===== src/rtl/irq_agg_pkg.sv =====
package irq_agg_pkg;
   localparam int REG_W   = 32;
   localparam int MBX_LSB = 16;
   localparam int MAX_SRC = 16;

   localparam logic [7:0] OFF_STATUS  = 8'h00;
   localparam logic [7:0] OFF_ENABLE  = 8'h04;
   localparam logic [7:0] OFF_MAILBOX = 8'h08;
   localparam logic [7:0] OFF_CONTROL = 8'h0C;

   typedef enum logic {
      MODE_WIRE = 1'b0,
      MODE_MSG  = 1'b1
   } irq_mode_e;
endpackage


===== src/rtl/irq_agg_regs.sv =====
module irq_agg_regs
   import irq_agg_pkg::*;
#(
   parameter int NUM_IRQ = 16,
   parameter int NUM_MBX = 4,
   parameter int ADDR_W  = 4
) (
   input  logic                clk,
   input  logic                rst_n,
   input  logic                reg_wr_i,
   input  logic                reg_rd_i,
   input  logic [ADDR_W-1:0]   reg_addr_i,
   input  logic [REG_W-1:0]    reg_wdata_i,
   input  logic [NUM_IRQ-1:0]  line_stat_i,
   input  logic [NUM_MBX-1:0]  mbx_stat_i,
   output logic [NUM_IRQ-1:0]  en_line_o,
   output logic [NUM_MBX-1:0]  en_mbx_o,
   output irq_mode_e           mode_o,
   output logic [NUM_MBX-1:0]  host_set_o,
   output logic [NUM_MBX-1:0]  clr_o,
   output logic [REG_W-1:0]    rdata_o
);
   localparam logic [ADDR_W-1:0] A_STAT = OFF_STATUS[ADDR_W-1:0];
   localparam logic [ADDR_W-1:0] A_EN   = OFF_ENABLE[ADDR_W-1:0];
   localparam logic [ADDR_W-1:0] A_MBX  = OFF_MAILBOX[ADDR_W-1:0];
   localparam logic [ADDR_W-1:0] A_CTL  = OFF_CONTROL[ADDR_W-1:0];

   logic hit_stat, hit_en, hit_mbx, hit_ctl;
   logic [REG_W-1:0] rd_word, rdata_q;
   logic [NUM_IRQ-1:0] en_line_q;
   logic [NUM_MBX-1:0] en_mbx_q;
   irq_mode_e mode_q;
   logic unused_wdata;

   assign hit_stat = (reg_addr_i == A_STAT);
   assign hit_en   = (reg_addr_i == A_EN);
   assign hit_mbx  = (reg_addr_i == A_MBX);
   assign hit_ctl  = (reg_addr_i == A_CTL);
   assign unused_wdata = ^reg_wdata_i;

   always_ff @(posedge clk or negedge rst_n) begin
      if (!rst_n) begin
         en_line_q <= '0;
         en_mbx_q  <= '0;
         mode_q    <= MODE_WIRE;
      end else if (reg_wr_i) begin
         if (hit_en) begin
            en_line_q <= reg_wdata_i[NUM_IRQ-1:0];
            en_mbx_q  <= reg_wdata_i[MBX_LSB +: NUM_MBX];
         end
         if (hit_ctl) mode_q <= irq_mode_e'(reg_wdata_i[0]);
      end
   end

   assign host_set_o = (reg_wr_i && hit_mbx)  ? reg_wdata_i[NUM_MBX-1:0]       : '0;
   assign clr_o      = (reg_wr_i && hit_stat) ? reg_wdata_i[MBX_LSB +: NUM_MBX] : '0;

   always_comb begin
      rd_word = '0;
      if (hit_stat) begin
         rd_word[NUM_IRQ-1:0]        = line_stat_i;
         rd_word[MBX_LSB +: NUM_MBX] = mbx_stat_i;
      end else if (hit_en) begin
         rd_word[NUM_IRQ-1:0]        = en_line_q;
         rd_word[MBX_LSB +: NUM_MBX] = en_mbx_q;
      end else if (hit_ctl) begin
         rd_word[0] = mode_q;
      end
   end

   always_ff @(posedge clk or negedge rst_n) begin
      if (!rst_n)        rdata_q <= '0;
      else if (reg_rd_i) rdata_q <= rd_word;
   end

   assign en_line_o = en_line_q;
   assign en_mbx_o  = en_mbx_q;
   assign mode_o    = mode_q;
   assign rdata_o   = rdata_q;

   AST_MBX_READS_ZERO: assert property (@(posedge clk) disable iff (!rst_n)
      (reg_rd_i && hit_mbx) |=> (rdata_o == '0));
endmodule


===== src/rtl/irq_agg_status.sv =====
module irq_agg_status #(
   parameter int NUM_IRQ = 16,
   parameter int NUM_MBX = 4
) (
   input  logic               clk,
   input  logic               rst_n,
   input  logic [NUM_IRQ-1:0] irq_i,
   input  logic [NUM_MBX-1:0] set_i,
   input  logic [NUM_MBX-1:0] clr_i,
   output logic [NUM_IRQ-1:0] line_o,
   output logic [NUM_MBX-1:0] mbx_o,
   output logic               rearm_o
);
   logic [NUM_IRQ-1:0] line_q;
   logic rearm_q;

   always_ff @(posedge clk or negedge rst_n) begin
      if (!rst_n) line_q <= '0;
      else        line_q <= irq_i;
   end

   for (genvar j = 0; j < NUM_MBX; j++) begin : g_mbx
      logic flag_q;
      always_ff @(posedge clk or negedge rst_n) begin
         if (!rst_n)        flag_q <= 1'b0;
         else if (set_i[j]) flag_q <= 1'b1;
         else if (clr_i[j]) flag_q <= 1'b0;
      end
      assign mbx_o[j] = flag_q;
   end

   always_ff @(posedge clk or negedge rst_n) begin
      if (!rst_n) rearm_q <= 1'b0;
      else        rearm_q <= |(clr_i & mbx_o & ~set_i);
   end

   assign line_o  = line_q;
   assign rearm_o = rearm_q;

   AST_LINE_TRACKS: assert property (@(posedge clk) disable iff (!rst_n)
      1'b1 |=> (line_o == $past(irq_i)));
   AST_SET_WINS: assert property (@(posedge clk) disable iff (!rst_n)
      (|set_i) |=> ((mbx_o & $past(set_i)) == $past(set_i)));
   AST_CLEAR_ONLY_CLEARS: assert property (@(posedge clk) disable iff (!rst_n)
      (set_i == '0) |=> ((mbx_o & ~$past(mbx_o)) == '0));
endmodule


===== src/rtl/irq_agg_signal.sv =====
module irq_agg_signal
   import irq_agg_pkg::*;
#(
   parameter int NUM_IRQ = 16,
   parameter int NUM_MBX = 4
) (
   input  logic               clk,
   input  logic               rst_n,
   input  irq_mode_e          mode_i,
   input  logic [NUM_IRQ-1:0] line_i,
   input  logic [NUM_MBX-1:0] mbx_i,
   input  logic [NUM_IRQ-1:0] en_line_i,
   input  logic [NUM_MBX-1:0] en_mbx_i,
   input  logic               rearm_i,
   output logic               intx_o,
   output logic               msi_o
);
   logic pend, pend_q, intx_q, msi_q;

   assign pend = (|(line_i & en_line_i)) || (|(mbx_i & en_mbx_i));

   always_ff @(posedge clk or negedge rst_n) begin
      if (!rst_n) begin
         pend_q <= 1'b0;
         intx_q <= 1'b0;
         msi_q  <= 1'b0;
      end else begin
         pend_q <= pend;
         intx_q <= (mode_i == MODE_WIRE) && pend;
         msi_q  <= (mode_i == MODE_MSG) && pend && (!pend_q || rearm_i);
      end
   end

   assign intx_o = intx_q;
   assign msi_o  = msi_q;

   AST_WIRE_QUIET_IN_MSG: assert property (@(posedge clk) disable iff (!rst_n)
      (mode_i == MODE_MSG) |=> !intx_o);
   AST_MSG_QUIET_IN_WIRE: assert property (@(posedge clk) disable iff (!rst_n)
      (mode_i == MODE_WIRE) |=> !msi_o);
   AST_WIRE_FOLLOWS: assert property (@(posedge clk) disable iff (!rst_n)
      ((mode_i == MODE_WIRE) && (|(line_i & en_line_i))) |=> intx_o);
endmodule


===== src/rtl/irq_aggregator.sv =====
module irq_aggregator
   import irq_agg_pkg::*;
#(
   parameter int NUM_IRQ = 16,
   parameter int NUM_MBX = 4,
   parameter int ADDR_W  = 4
) (
   input  logic               clk,
   input  logic               rst_n,
   input  logic [NUM_IRQ-1:0] irq_i,
   input  logic               mbx_post_i,
   input  logic [NUM_MBX-1:0] mbx_data_i,
   input  logic               reg_wr_i,
   input  logic               reg_rd_i,
   input  logic [ADDR_W-1:0]  reg_addr_i,
   input  logic [31:0]        reg_wdata_i,
   output logic [31:0]        reg_rdata_o,
   output logic               msi_req_o,
   output logic               intx_o
);
   if (NUM_IRQ < 1 || NUM_IRQ > MAX_SRC) begin : g_bad_irq
      $error("NUM_IRQ must lie in 1..16");
   end
   if (NUM_MBX < 1 || NUM_MBX > MAX_SRC) begin : g_bad_mbx
      $error("NUM_MBX must lie in 1..16");
   end
   if (ADDR_W < 4 || ADDR_W > 8) begin : g_bad_addr
      $error("ADDR_W must lie in 4..8");
   end

   logic [NUM_IRQ-1:0] line_stat, en_line;
   logic [NUM_MBX-1:0] mbx_stat, en_mbx, host_set, clr, set_all;
   logic rearm;
   irq_mode_e mode;

   assign set_all = host_set | (mbx_post_i ? mbx_data_i : '0);

   irq_agg_regs #(.NUM_IRQ(NUM_IRQ), .NUM_MBX(NUM_MBX), .ADDR_W(ADDR_W)) u_regs (
      .clk(clk), .rst_n(rst_n),
      .reg_wr_i(reg_wr_i), .reg_rd_i(reg_rd_i), .reg_addr_i(reg_addr_i),
      .reg_wdata_i(reg_wdata_i),
      .line_stat_i(line_stat), .mbx_stat_i(mbx_stat),
      .en_line_o(en_line), .en_mbx_o(en_mbx), .mode_o(mode),
      .host_set_o(host_set), .clr_o(clr), .rdata_o(reg_rdata_o)
   );

   irq_agg_status #(.NUM_IRQ(NUM_IRQ), .NUM_MBX(NUM_MBX)) u_status (
      .clk(clk), .rst_n(rst_n), .irq_i(irq_i),
      .set_i(set_all), .clr_i(clr),
      .line_o(line_stat), .mbx_o(mbx_stat), .rearm_o(rearm)
   );

   irq_agg_signal #(.NUM_IRQ(NUM_IRQ), .NUM_MBX(NUM_MBX)) u_signal (
      .clk(clk), .rst_n(rst_n), .mode_i(mode),
      .line_i(line_stat), .mbx_i(mbx_stat),
      .en_line_i(en_line), .en_mbx_i(en_mbx), .rearm_i(rearm),
      .intx_o(intx_o), .msi_o(msi_req_o)
   );

   AST_MSI_HAS_CAUSE: assert property (@(posedge clk) disable iff (!rst_n)
      msi_req_o |-> $past((|(line_stat & en_line)) || (|(mbx_stat & en_mbx))));
   AST_NO_IRQ_WHEN_MASKED: assert property (@(posedge clk) disable iff (!rst_n)
      ((en_line == '0) && (en_mbx == '0)) |=> (!intx_o && !msi_req_o));
endmodule


===== config.mk =====
export PLATFORM = sky130hd
export DESIGN_NAME = irq_aggregator
export DESIGN_NICKNAME = d
export VERILOG_FILES = /design/src/rtl/irq_agg_pkg.sv /design/src/rtl/irq_agg_regs.sv /design/src/rtl/irq_agg_status.sv /design/src/rtl/irq_agg_signal.sv /design/src/rtl/irq_aggregator.sv
export SDC_FILE = /design/constraint.sdc
export NUM_CORES = 1
export LEC_CHECK = 0
export ABC_AREA = 1
export CORE_MARGIN = 4
export CORE_UTILIZATION = 40
export CTS_CLUSTER_SIZE = 10
export DETAILED_ROUTE_END_ITERATION = 10
export DONT_BUFFER_PORTS = 1
export SYNTH_ARGS = -nofsm -noshare
export SYNTH_HDL_FRONTEND = slang
export SYNTH_SLANG_ARGS = --single-unit

===== constraint.sdc =====
create_clock -name clk -period 1.3 [get_ports clk]
set_input_delay 0.13 -clock clk [delete_from_list [all_inputs] [get_ports clk]]
set_output_delay 0.13 -clock clk [all_outputs]
set_load 0.02 [all_outputs]

==> metrics, run 1 <==
endpoint type of the worst setup path flop; startpoint types primary input; commonest non-fill, non-tap cell in the layout nand2_1; clock root buffer clkbuf_8; Synth Instances between 300 and 400; Lkg Pwr between 1.5 and 2 nW; highest net fanout along the worst path 28; boundary pin count between 90 and 100; starting utilization of the core area a little over 40%; area added between synthesis and finish 31.2%; cell area after synthesis 0.00286 mm^2; failing checks hold timing; global-route wire length before repair roughly 12,000 um; number of standard-cell rows in the floorplan 30; insertion delay to the later sink of the worst-skew pair between 0.3 and 0.4 ns; total negative setup slack 0 ns; number of hold violations in the final report 65; post-route antenna net violation count 0; required time at the worst-slack endpoint 1.58 ns; Slew Limit Fails 0; post-layout net count approximately 450; yosys synthesis warning count 0; vias in the first global route between 2,000 and 2,500; TritonCTS clock tree yes; RSZ-0062 raised after global routing no; initial antenna violation count 0; CP Data Arrival Time approximately 1.5 ns; post-synthesis simple-gate area fraction between 20% and 30%; hold bufs inserted after CTS 58; vias per std cell between 4 and 5; CTS buffer count 9; htree depth 3; clock transition at the register clock pins on the worst setup and hold paths after CTS ~0.080 ns; final setup vio count 0; die outline height between 90 and 100 um; count of distinct cell types in the synthesized netlist 21; fraction of synthesized cell area in xor and xnor cells 0%; aggregate global routing overflow 0; I/O Buffers 0; #FFs+latches synth 65; post-synthesis mux area share 0%; width of the die roughly 92 um; Iteration-0 DRC Markers 86; setup clock skew after layout around 0.012 ns; total iterations of the first detailed-routing run 7; routed wire length a little over 7000 um; GRT Total Usage approximately 18%; post-DP HPWL ~4600 um; Max Clock Freq roughly 800 MHz; ratio of cells with drive above 1 in the final layout between 10% and 20%; total die area 0.00855 mm^2; dominant combinational cell family by area after synthesis simple AND/OR/NAND/NOR gates; Synth Area in Adders 0%; sequential area share after synthesis between 50% and 60%; clock buffer depth 2; via total after detailed routing between 2,000 and 2,500; Max Cap Viol 0; final standard cell utilization of the core between 50% and 60%; areal power density over the cells ~1300 mW/mm^2; path type of the worst setup path in2reg; type of the most critical hold path in2async; Core ar. a little under 0.007 mm^2; Final Cycle Share a little over nine tenths; detail-routed net length per standard cell between 10 and 15 um; clock net sink count 65; hold_ws -0.518 ns; RD Place Congestion between 0.8 and 0.9; DRC violation count after routing 0; most used cells in the layout excluding fill and tap cells nand2_1, dfrtp_1, dlygate4sd3_1; peak ir drop on the vdd network 0.617 mV; Mapped Avg Cell Area just under 9 um^2; maximum number of pins on one net before global-route repair 66; result of the run complete, but fails checks; complex-gate fraction of the synthesized area 7.06%; min Tclk post-route ~1.2 ns
## sequential cells by signal, indices dropped and copies added, names as in the netlist
register	count
u_regs.en_mbx_o	4
u_status.g_mbx.flag_q	4
u_regs.rdata_o	20
u_regs.en_line_o	16
u_status.line_o	16
u_status.rearm_o	1
u_regs.mode_o	1
u_signal.intx_o	1
u_signal.pend_q	1
u_signal.msi_o	1
## cell type report
class / instances / area [um^2]
fillers: 628 / 3120
inverters: 14 / 55.1
multi-input cells: 228 / 1030
clock inverters: 5 / 62.6
clock buffers: 11 / 151
flip-flops and latches: 65 / 1630
diodes: 1 / 2.50
repair buffers: 70 / 697
well taps: 96 / 120
## critical path, stage by stage
cell,delay [ns]
nor2_4,0.19
nand2_2,0.10
inv_4,0.13
buf_12,0.19
nand3_1,0.11
dlygate4sd3_1,0.60
nand2_1,0.07
## cell usage after synthesis
cell type / instances / area, um^2
nand2_1: 113 / 424
inv_1: 10 / 37.5
nand2_2: 2 / 12.5
conb_1: 1 / 3.75
nand3_1: 26 / 130
nand4_1: 7 / 43.8
or2_2: 1 / 6.26
nor2_4: 2 / 22.5
inv_2: 3 / 11.3
buf_6: 6 / 67.6
a31oi_1: 19 / 119
nand2_4: 1 / 11.3
o21ai_0: 3 / 15.0
o21ai_1: 3 / 15.0
clkbuf_1: 5 / 18.8
inv_4: 1 / 6.26
nor2_1: 32 / 120
o21ai_2: 6 / 52.6
buf_4: 14 / 105
dfrtp_1: 65 / 1630
nor2_2: 1 / 6.26
## final timing paths
check,startpoint,endpoint,slack (ns),depth (start not counted)
max,reg_addr_i[1],u_regs.en_line_o[10],0.05,7
min,rst_n,u_signal.msi_o,-0.52,0
max reg2reg,u_regs.en_line_o[7],u_signal.intx_o,0.08,6
min reg2reg,u_regs.en_line_o[9],u_regs.en_line_o[9],0.50,2
max in group asynchronous,rst_n,u_regs.en_line_o[14],1.69,0
min in group clk,reg_wdata_i[3],u_status.g_mbx[3].flag_q,0.03,2
## through the flow
stage / area, um^2 / worst slack [ns] / std cells / total power [mW]
finish: 3750 / 0.0510 / 490 / 4.88
CTS: 3720 / 0.0546 / 488 / 4.92
detailed placement: 2920 / 0.0699 / 414 / 2.97
global placement: 2920 / 0.0789 / 414 / 2.95
floorplan: 2900 / 0.195 / 332 / 2.87
global route: 3740 / 0.00391 / 489 / 5.15
## cell families after synthesis
logic type | after synthesis
flops | 65
compound gates | 31
simple gates | 185
buf+inv | 39
other cells | 1
## timing repair
item	in CTS	in global routing
endpoints found under the setup margin	0	3
endpoints found under the hold margin	126	65
setup buffers	0	1
gates resized for setup	0	4
## power by group
part | internal (mW) | switching (mW) | total (mW)
logic | 0.305 | 0.313 | 0.618
clock network | 1.00 | 0.784 | 1.78
registers | 2.25 | 0.232 | 2.48
total | 3.55 | 1.33 | 4.88
## layer usage
metal	vias to the layer above	part of all wire [%]	track usage (%)
met3	12	7.4	6.17
met2	76	48	28.0
met5	-	0	0
met4	0	2.0	7.80
met1	1076	43	22.4
li1	1153	-	-
Note: power is estimated with default switching activity, not from simulation.
==> inputs of run 2 (changes only) <==
--- a/config.mk
+++ b/config.mk
@@ -6,6 +6,7 @@
 export NUM_CORES = 1
 export LEC_CHECK = 0
 export ABC_AREA = 1
+export CORE_ASPECT_RATIO = 1.4
 export CORE_MARGIN = 4
 export CORE_UTILIZATION = 40
 export CTS_CLUSTER_SIZE = 10
==> run 2 against run 1 <==
The run still ends with hold timing left. Fmax grew 4.8%. Design area shrank 1.6%. Cell count shrank 1.6%. Sequential share of layout area grew 0.69 points. Via count is the same. Worst setup slack gained 0.057 ns. First-iteration DRC count grew 100%. Clock skew shrank 0.0037 ns. Critical path type unchanged. Critical endpoint is now u_status.g_mbx[2].flag_q. Largest cell class unchanged. Highest routed layer unchanged.
==> metrics, run 2 (synthesis results as in run 1) <==
result of the run complete, but fails checks (unchanged); failing checks hold timing (unchanged); most used cells in the layout excluding fill and tap cells nand2_1, dfrtp_1, dlygate4sd3_1 (unchanged); Final Cycle Share 91.7% (was 96.1%); startpoint of the most critical register-to-register path u_regs.en_line_o[15] (was u_regs.en_line_o[7]); setup clock skew after layout 0.00875 ns (was 0.0124 ns); starting utilization of the core area 41.2% (was 41.6%); final setup vio count 0 (unchanged); path type of the worst setup path in2reg (unchanged); maximum number of pins on one net before global-route repair 66 (unchanged); vias per std cell 4.81 (was 4.73); min Tclk post-route 1.19 ns (was 1.25 ns); Worst path max stage delay 0.59 ns (was 0.60 ns); initial antenna violation count 0 (unchanged); clock net sink count 65 (unchanged); required time at the worst-slack endpoint 1.53 ns (was 1.58 ns); ratio of cells with drive above 1 in the final layout 10.6% (was 12.2%); detail-routed net length per standard cell 14.8 um (was 14.6 um); global-route wire length before repair 11,800 um (about the same); highest net fanout along the worst path 4 (was 28); max FFs per register 20 (unchanged); areal power density over the cells 1290 mW/mm^2 (was 1300 mW/mm^2); total die area 0.00857 mm^2 (was 0.00855 mm^2); Iteration-0 DRC Markers 172 (was 86); RD Place Congestion 0.755 (was 0.859); CTS buffer count 9 (unchanged); CP most frequent cell dlygate4sd3_1; htree depth 3 (unchanged); launching instance or port of the critical path mbx_post_i (was reg_addr_i[1]); Slew Limit Fails 0 (unchanged); width of the die 79.4 um (was 92.5 um); routed wire length 7120 um (was 7170 um); Max Cap Viol 0 (unchanged); switching part of the total power 26.7% (was 27.3%); aggregate global routing overflow 0 (unchanged); Core ar. 0.00694 mm^2 (was 0.00687 mm^2); Lkg Pwr 1.66 nW (was 1.69 nW); Antenna Diode Count 0 (was 1); final standard cell utilization of the core 53.2% (was 54.5%); vias in the first global route 2,331 (was 2,360); via total after detailed routing 2,317 (unchanged); number of standard-cell rows in the floorplan 36 (was 30); clock root buffer clkbuf_8 (unchanged); slowest stage cell on the critical path dlygate4sd3_1 (unchanged); share of total power in the clock network 35.7% (was 36.6%); hold_ws -0.520 ns (was -0.518 ns); total iterations of the first detailed-routing run 4 (was 7); switching power total 1.27 mW (was 1.33 mW); area added between synthesis and finish 29.1% (was 31.2%); TritonCTS clock tree yes (unchanged); RSZ-0062 raised after global routing no (unchanged); GRT Total Usage 18.4% (was 17.9%); endpoint type of the worst setup path flop (unchanged); peak ir drop on the vdd network 0.810 mV (was 0.617 mV); cell breakdown of the critical path dlygate4sd3_1 -> nand2_1 -> dlygate4sd3_1 -> nand3_1 (was nor2_4 -> nand2_2 -> inv_4 -> buf_12 -> nand3_1 -> dlygate4sd3_1 -> nand2_1); startpoint types primary input (unchanged); boundary pin count 95 (unchanged); total negative setup slack 0 ns (unchanged); insertion delay to the later sink of the worst-skew pair 0.34 ns (was 0.33 ns); DRC violation count after routing 0 (unchanged); type of the most critical hold path in2async (unchanged); logic gate share of total power 12.3% (was 12.7%); Internal Pwr Total 3.49 mW (was 3.55 mW); I/O Buffers 0 (unchanged); CP Data Arrival Time 1.42 ns (was 1.52 ns); register share of total power 52.0% (was 50.8%); number of buffers inserted to repair setup after CTS 0 (unchanged); post-DP HPWL 4470 um (was 4610 um); die outline height 108 um (was 92.5 um); hold bufs inserted after CTS 58 (unchanged); commonest non-fill, non-tap cell in the layout nand2_1 (unchanged); clock transition at the register clock pins on the worst setup and hold paths after CTS 0.07 ns (was 0.08 ns); number of hold violations in the final report 65 (unchanged); Max Clock Freq 839 MHz (was 801 MHz); clock buffer depth 2 (unchanged); post-route antenna net violation count 0 (unchanged); layout filler cell count 672 (was 628); post-layout net count 444 (was 449)
## run 2: final timing paths
path / to / slack, ns / cells after the start
min: u_regs.rdata_o[13] / -0.52 / 0
min reg2reg: u_signal.intx_o / 0.49 / 1
max in group asynchronous: u_regs.rdata_o[5] / 1.70 / 0
min in group clk: u_status.g_mbx[2].flag_q / 0.03 / 2
max reg2reg: u_signal.msi_o / 0.11 / 5
max: u_status.g_mbx[2].flag_q / 0.11 / 4
## run 2: cell type report
type,instances,area (um^2),share of cell area (%)
Timing Repair Buffer,65,656,17.8
Clock inverter,3,40.0,1.09
Clock buffer,12,155,4.21
Multi-Input combinational cell,228,1040,28.1
Inverter,14,55.1,1.49
Tap cell,95,119,3.22
Sequential cell,65,1630,44.1
## run 2: per-layer routing
layer	vias up	global-route usage (%)	wire (um)
li1	1139	-	-
met1	1078	22.5	2800
met2	84	29.6	3580
met3	16	5.42	557
met4	0	9.34	184
met5	-	0	0
## run 2: metrics by stage
stage	hold slack [ns]	setup slack [ns]	power (mW)	std cells	instance area, um^2
6_report	-0.520	0.108	4.77	482	3690
2_1_floorplan	-0.166	0.195	2.87	332	2900
3_5_place_dp	-0.164	0.0385	2.95	409	2890
3_3_place_gp	-0.164	0.0514	2.94	409	2890
4_1_cts	-0.549	0.0307	4.82	482	3670
5_1_grt	-0.547	0.0175	5.04	482	3690
## run 2: timing repair
item / in CTS / in global routing
gates resized for setup: 0 / 3
endpoints found under the setup margin: 0 / 3
endpoints found under the hold margin: 126 / 65
## run 2: critical path, delay by kind of cell
kind                   cells  cell delay [ns]
buffers and inverters      2             1.13
AND/OR/NAND/NOR            2             0.16
## run 2: power by group through the flow
stage,registers [mW],clock network [mW],logic [mW]
6_report,2.48,1.70,0.589
5_1_grt,2.51,1.85,0.679
4_1_cts,2.48,1.77,0.577
3_5_place_dp,2.51,0,0.435
3_3_place_gp,2.51,0,0.425
2_1_floorplan,2.48,0,0.397
==> inputs of run 3 (changes only) <==
--- a/config.mk
+++ b/config.mk
@@ -7,7 +7,7 @@
 export LEC_CHECK = 0
 export ABC_AREA = 1
 export CORE_ASPECT_RATIO = 1.4
-export CORE_MARGIN = 4
+export CORE_MARGIN = 1
 export CORE_UTILIZATION = 40
 export CTS_CLUSTER_SIZE = 10
 export DETAILED_ROUTE_END_ITERATION = 10
==> run 3 against run 2 <==
The run still ends with hold timing left. Routed wire length decreased by 1.9%. Largest cell class unchanged. Count of clock-buffer cells in the layout increased by 1. Largest power group unchanged. Combinational power fell by 3.6%. Highest routed layer unchanged. Register-to-register slack about the same.
==> metrics, run 3 (synthesis results as in run 1) <==
result of the run complete, but fails checks (unchanged); failing checks hold timing (unchanged); pre-CTS setup slack 0.0458 ns (was 0.0385 ns); switching power total 1.27 mW (about the same); share of total power in the clock network 37.3% (was 35.7%); post-layout net count 443 (was 444); Slew Limit Fails 0 (unchanged); Final Cycle Share 93.6% (was 91.7%); global-route wire length before repair 11,400 um (was 11,800 um); RSZ-0062 raised after global routing no (unchanged); post-route antenna net violation count 0 (unchanged); Lkg Pwr 1.66 nW (about the same); detail-routed net length per standard cell 14.5 um (was 14.8 um); maximum number of pins on one net before global-route repair 66 (unchanged); area added between synthesis and finish 29.4% (was 29.1%); hold_ws -0.516 ns (was -0.520 ns); insertion delay to the later sink of the worst-skew pair 0.34 ns (about the same); RD Place Congestion 0.818 (was 0.755); hold bufs inserted after CTS 58 (unchanged); startpoint types primary input (unchanged); peak ir drop on the vdd network 0.787 mV (was 0.810 mV); final standard cell utilization of the core 53.2% (about the same); total negative setup slack 0 ns (unchanged); Worst path max stage delay 0.59 ns (about the same); Iteration-0 DRC Markers 187 (was 172); Core ar. 0.00694 mm^2 (unchanged); switching part of the total power 26.1% (was 26.7%); total iterations of the first detailed-routing run 4 (unchanged); GRT Total Usage 20.6% (was 18.4%); aggregate global routing overflow 0 (unchanged); vias per std cell 4.91 (was 4.81); worst r2r path cells 5 (unchanged); min Tclk post-route 1.22 ns (was 1.19 ns); CTS buffer count 9 (unchanged); cell breakdown of the critical path dlygate4sd3_1 -> nand2_1 -> dlygate4sd3_1 -> nand3_1 (unchanged); Antenna Diode Count 0 (unchanged); Internal Pwr Total 3.59 mW (was 3.49 mW); required time at the worst-slack endpoint 1.52 ns (was 1.53 ns); clock transition at the register clock pins on the worst setup and hold paths after CTS 0.07 ns (about the same); setup clock skew after layout 0.00726 ns (was 0.00875 ns); clock buffer depth 2 (unchanged); Max Cap Viol 0 (unchanged); number of standard-cell rows in the floorplan 36 (unchanged); number of buffers inserted to repair setup after CTS 0 (unchanged); register share of total power 51.0% (was 52.0%); max FFs per register 20 (unchanged); DRC violation count after routing 0 (unchanged); die outline height 102 um (was 108 um); post-DP HPWL 4300 um (was 4470 um); Crit path buffers/inverters 2 (unchanged); endpoint type of the worst setup path flop (unchanged); commonest non-fill, non-tap cell in the layout nand2_1 (unchanged); CP most frequent cell dlygate4sd3_1 (unchanged); I/O Buffers 0 (unchanged); boundary pin count 95 (unchanged); width of the die 73.4 um (was 79.4 um); areal power density over the cells 1320 mW/mm^2 (was 1290 mW/mm^2); TritonCTS clock tree yes (unchanged); htree depth 3 (unchanged); routed wire length 6980 um (was 7120 um); highest net fanout along the worst path 4 (unchanged); number of cells on the critical path 4 (unchanged); family with the most delay on the worst path buffers and inverters (unchanged); final setup vio count 0 (unchanged); starting utilization of the core area 41.2% (unchanged); Max Clock Freq 822 MHz (was 839 MHz); via total after detailed routing 2,364 (was 2,317); Final Worst Setup Slack 0.0828 ns (was 0.108 ns); clock net sink count 65 (unchanged); most used cells in the layout excluding fill and tap cells nand2_1, dfrtp_1, dlygate4sd3_1 (unchanged); vias in the first global route 2,360 (was 2,331); slowest stage cell on the critical path dlygate4sd3_1 (unchanged); ratio of cells with drive above 1 in the final layout 10.4% (was 10.6%); CP Data Arrival Time 1.44 ns (was 1.42 ns); number of hold violations in the final report 65 (unchanged); initial antenna violation count 0 (unchanged); total die area 0.00748 mm^2 (was 0.00857 mm^2); logic gate share of total power 11.7% (was 12.3%); clock root buffer clkbuf_8 (unchanged); type of the most critical hold path in2async (unchanged); path type of the worst setup path in2reg (unchanged)
## run 3: changes by cell type in the layout (fill, tap and decap cells not counted), sizes merged
cell / change
buf: -1
clkbuf: +1
clkinv: -1
## run 3: path summary, 6_finish.rpt
| check | start | endpoint | slack (ns) |
|---|---|---|---|
| setup / recovery | mbx_post_i | u_status.g_mbx[2].flag_q | 0.08 |
| hold / removal | rst_n | u_status.line_o[13] | -0.52 |
| setup reg to reg | u_regs.en_line_o[15] | u_signal.intx_o | 0.11 |
| hold reg to reg | u_regs.mode_o | u_signal.intx_o | 0.50 |
| max in group asynchronous | rst_n | u_status.g_mbx[3].flag_q | 1.71 |
| min in group clk | reg_wdata_i[0] | u_status.g_mbx[0].flag_q | 0.02 |
## run 3: timing repair
item / 4_1_cts / 5_1_grt
gates resized for setup: 0 / 2
hold endpoints to repair: 126 / 65
setup endpoints to repair: 0 / 3
## run 3: area by class of cell
class,instances,area [um^2]
Clock inverter,2,35.0
Inverter,14,55.1
Sequential cell,65,1630
Multi-Input combinational cell,228,1030
Clock buffer,13,179
Timing Repair Buffer,64,648
Fill cell,687,3240
Tap cell,95,119
## run 3: layer usage
layer | vias to the layer above | global-route usage [%] | wire [um]
li1 | 1137 | - | -
met1 | 1145 | 25.1 | 2950
met2 | 76 | 34.8 | 3590
met3 | 6 | 6.90 | 359
met4 | 0 | 5.77 | 82
met5 | - | 0 | 0
## run 3: through the flow
stage                     power, mW  instance area [um^2]  cells
after detailed placement       2.94                  2880    408
after floorplan                2.87                  2900    332
final                          4.86                  3690    481
after global routing           5.12                  3690    481
after global placement         2.92                  2880    408
after CTS                      4.91                  3690    481
## run 3: power by group through the flow
stage	Clock [mW]	Combinational [mW]	Sequential [mW]
finish	1.81	0.568	2.48
global route	1.96	0.651	2.51
CTS	1.86	0.560	2.48
detailed placement	0	0.423	2.52
global placement	0	0.412	2.51
floorplan	0	0.397	2.48
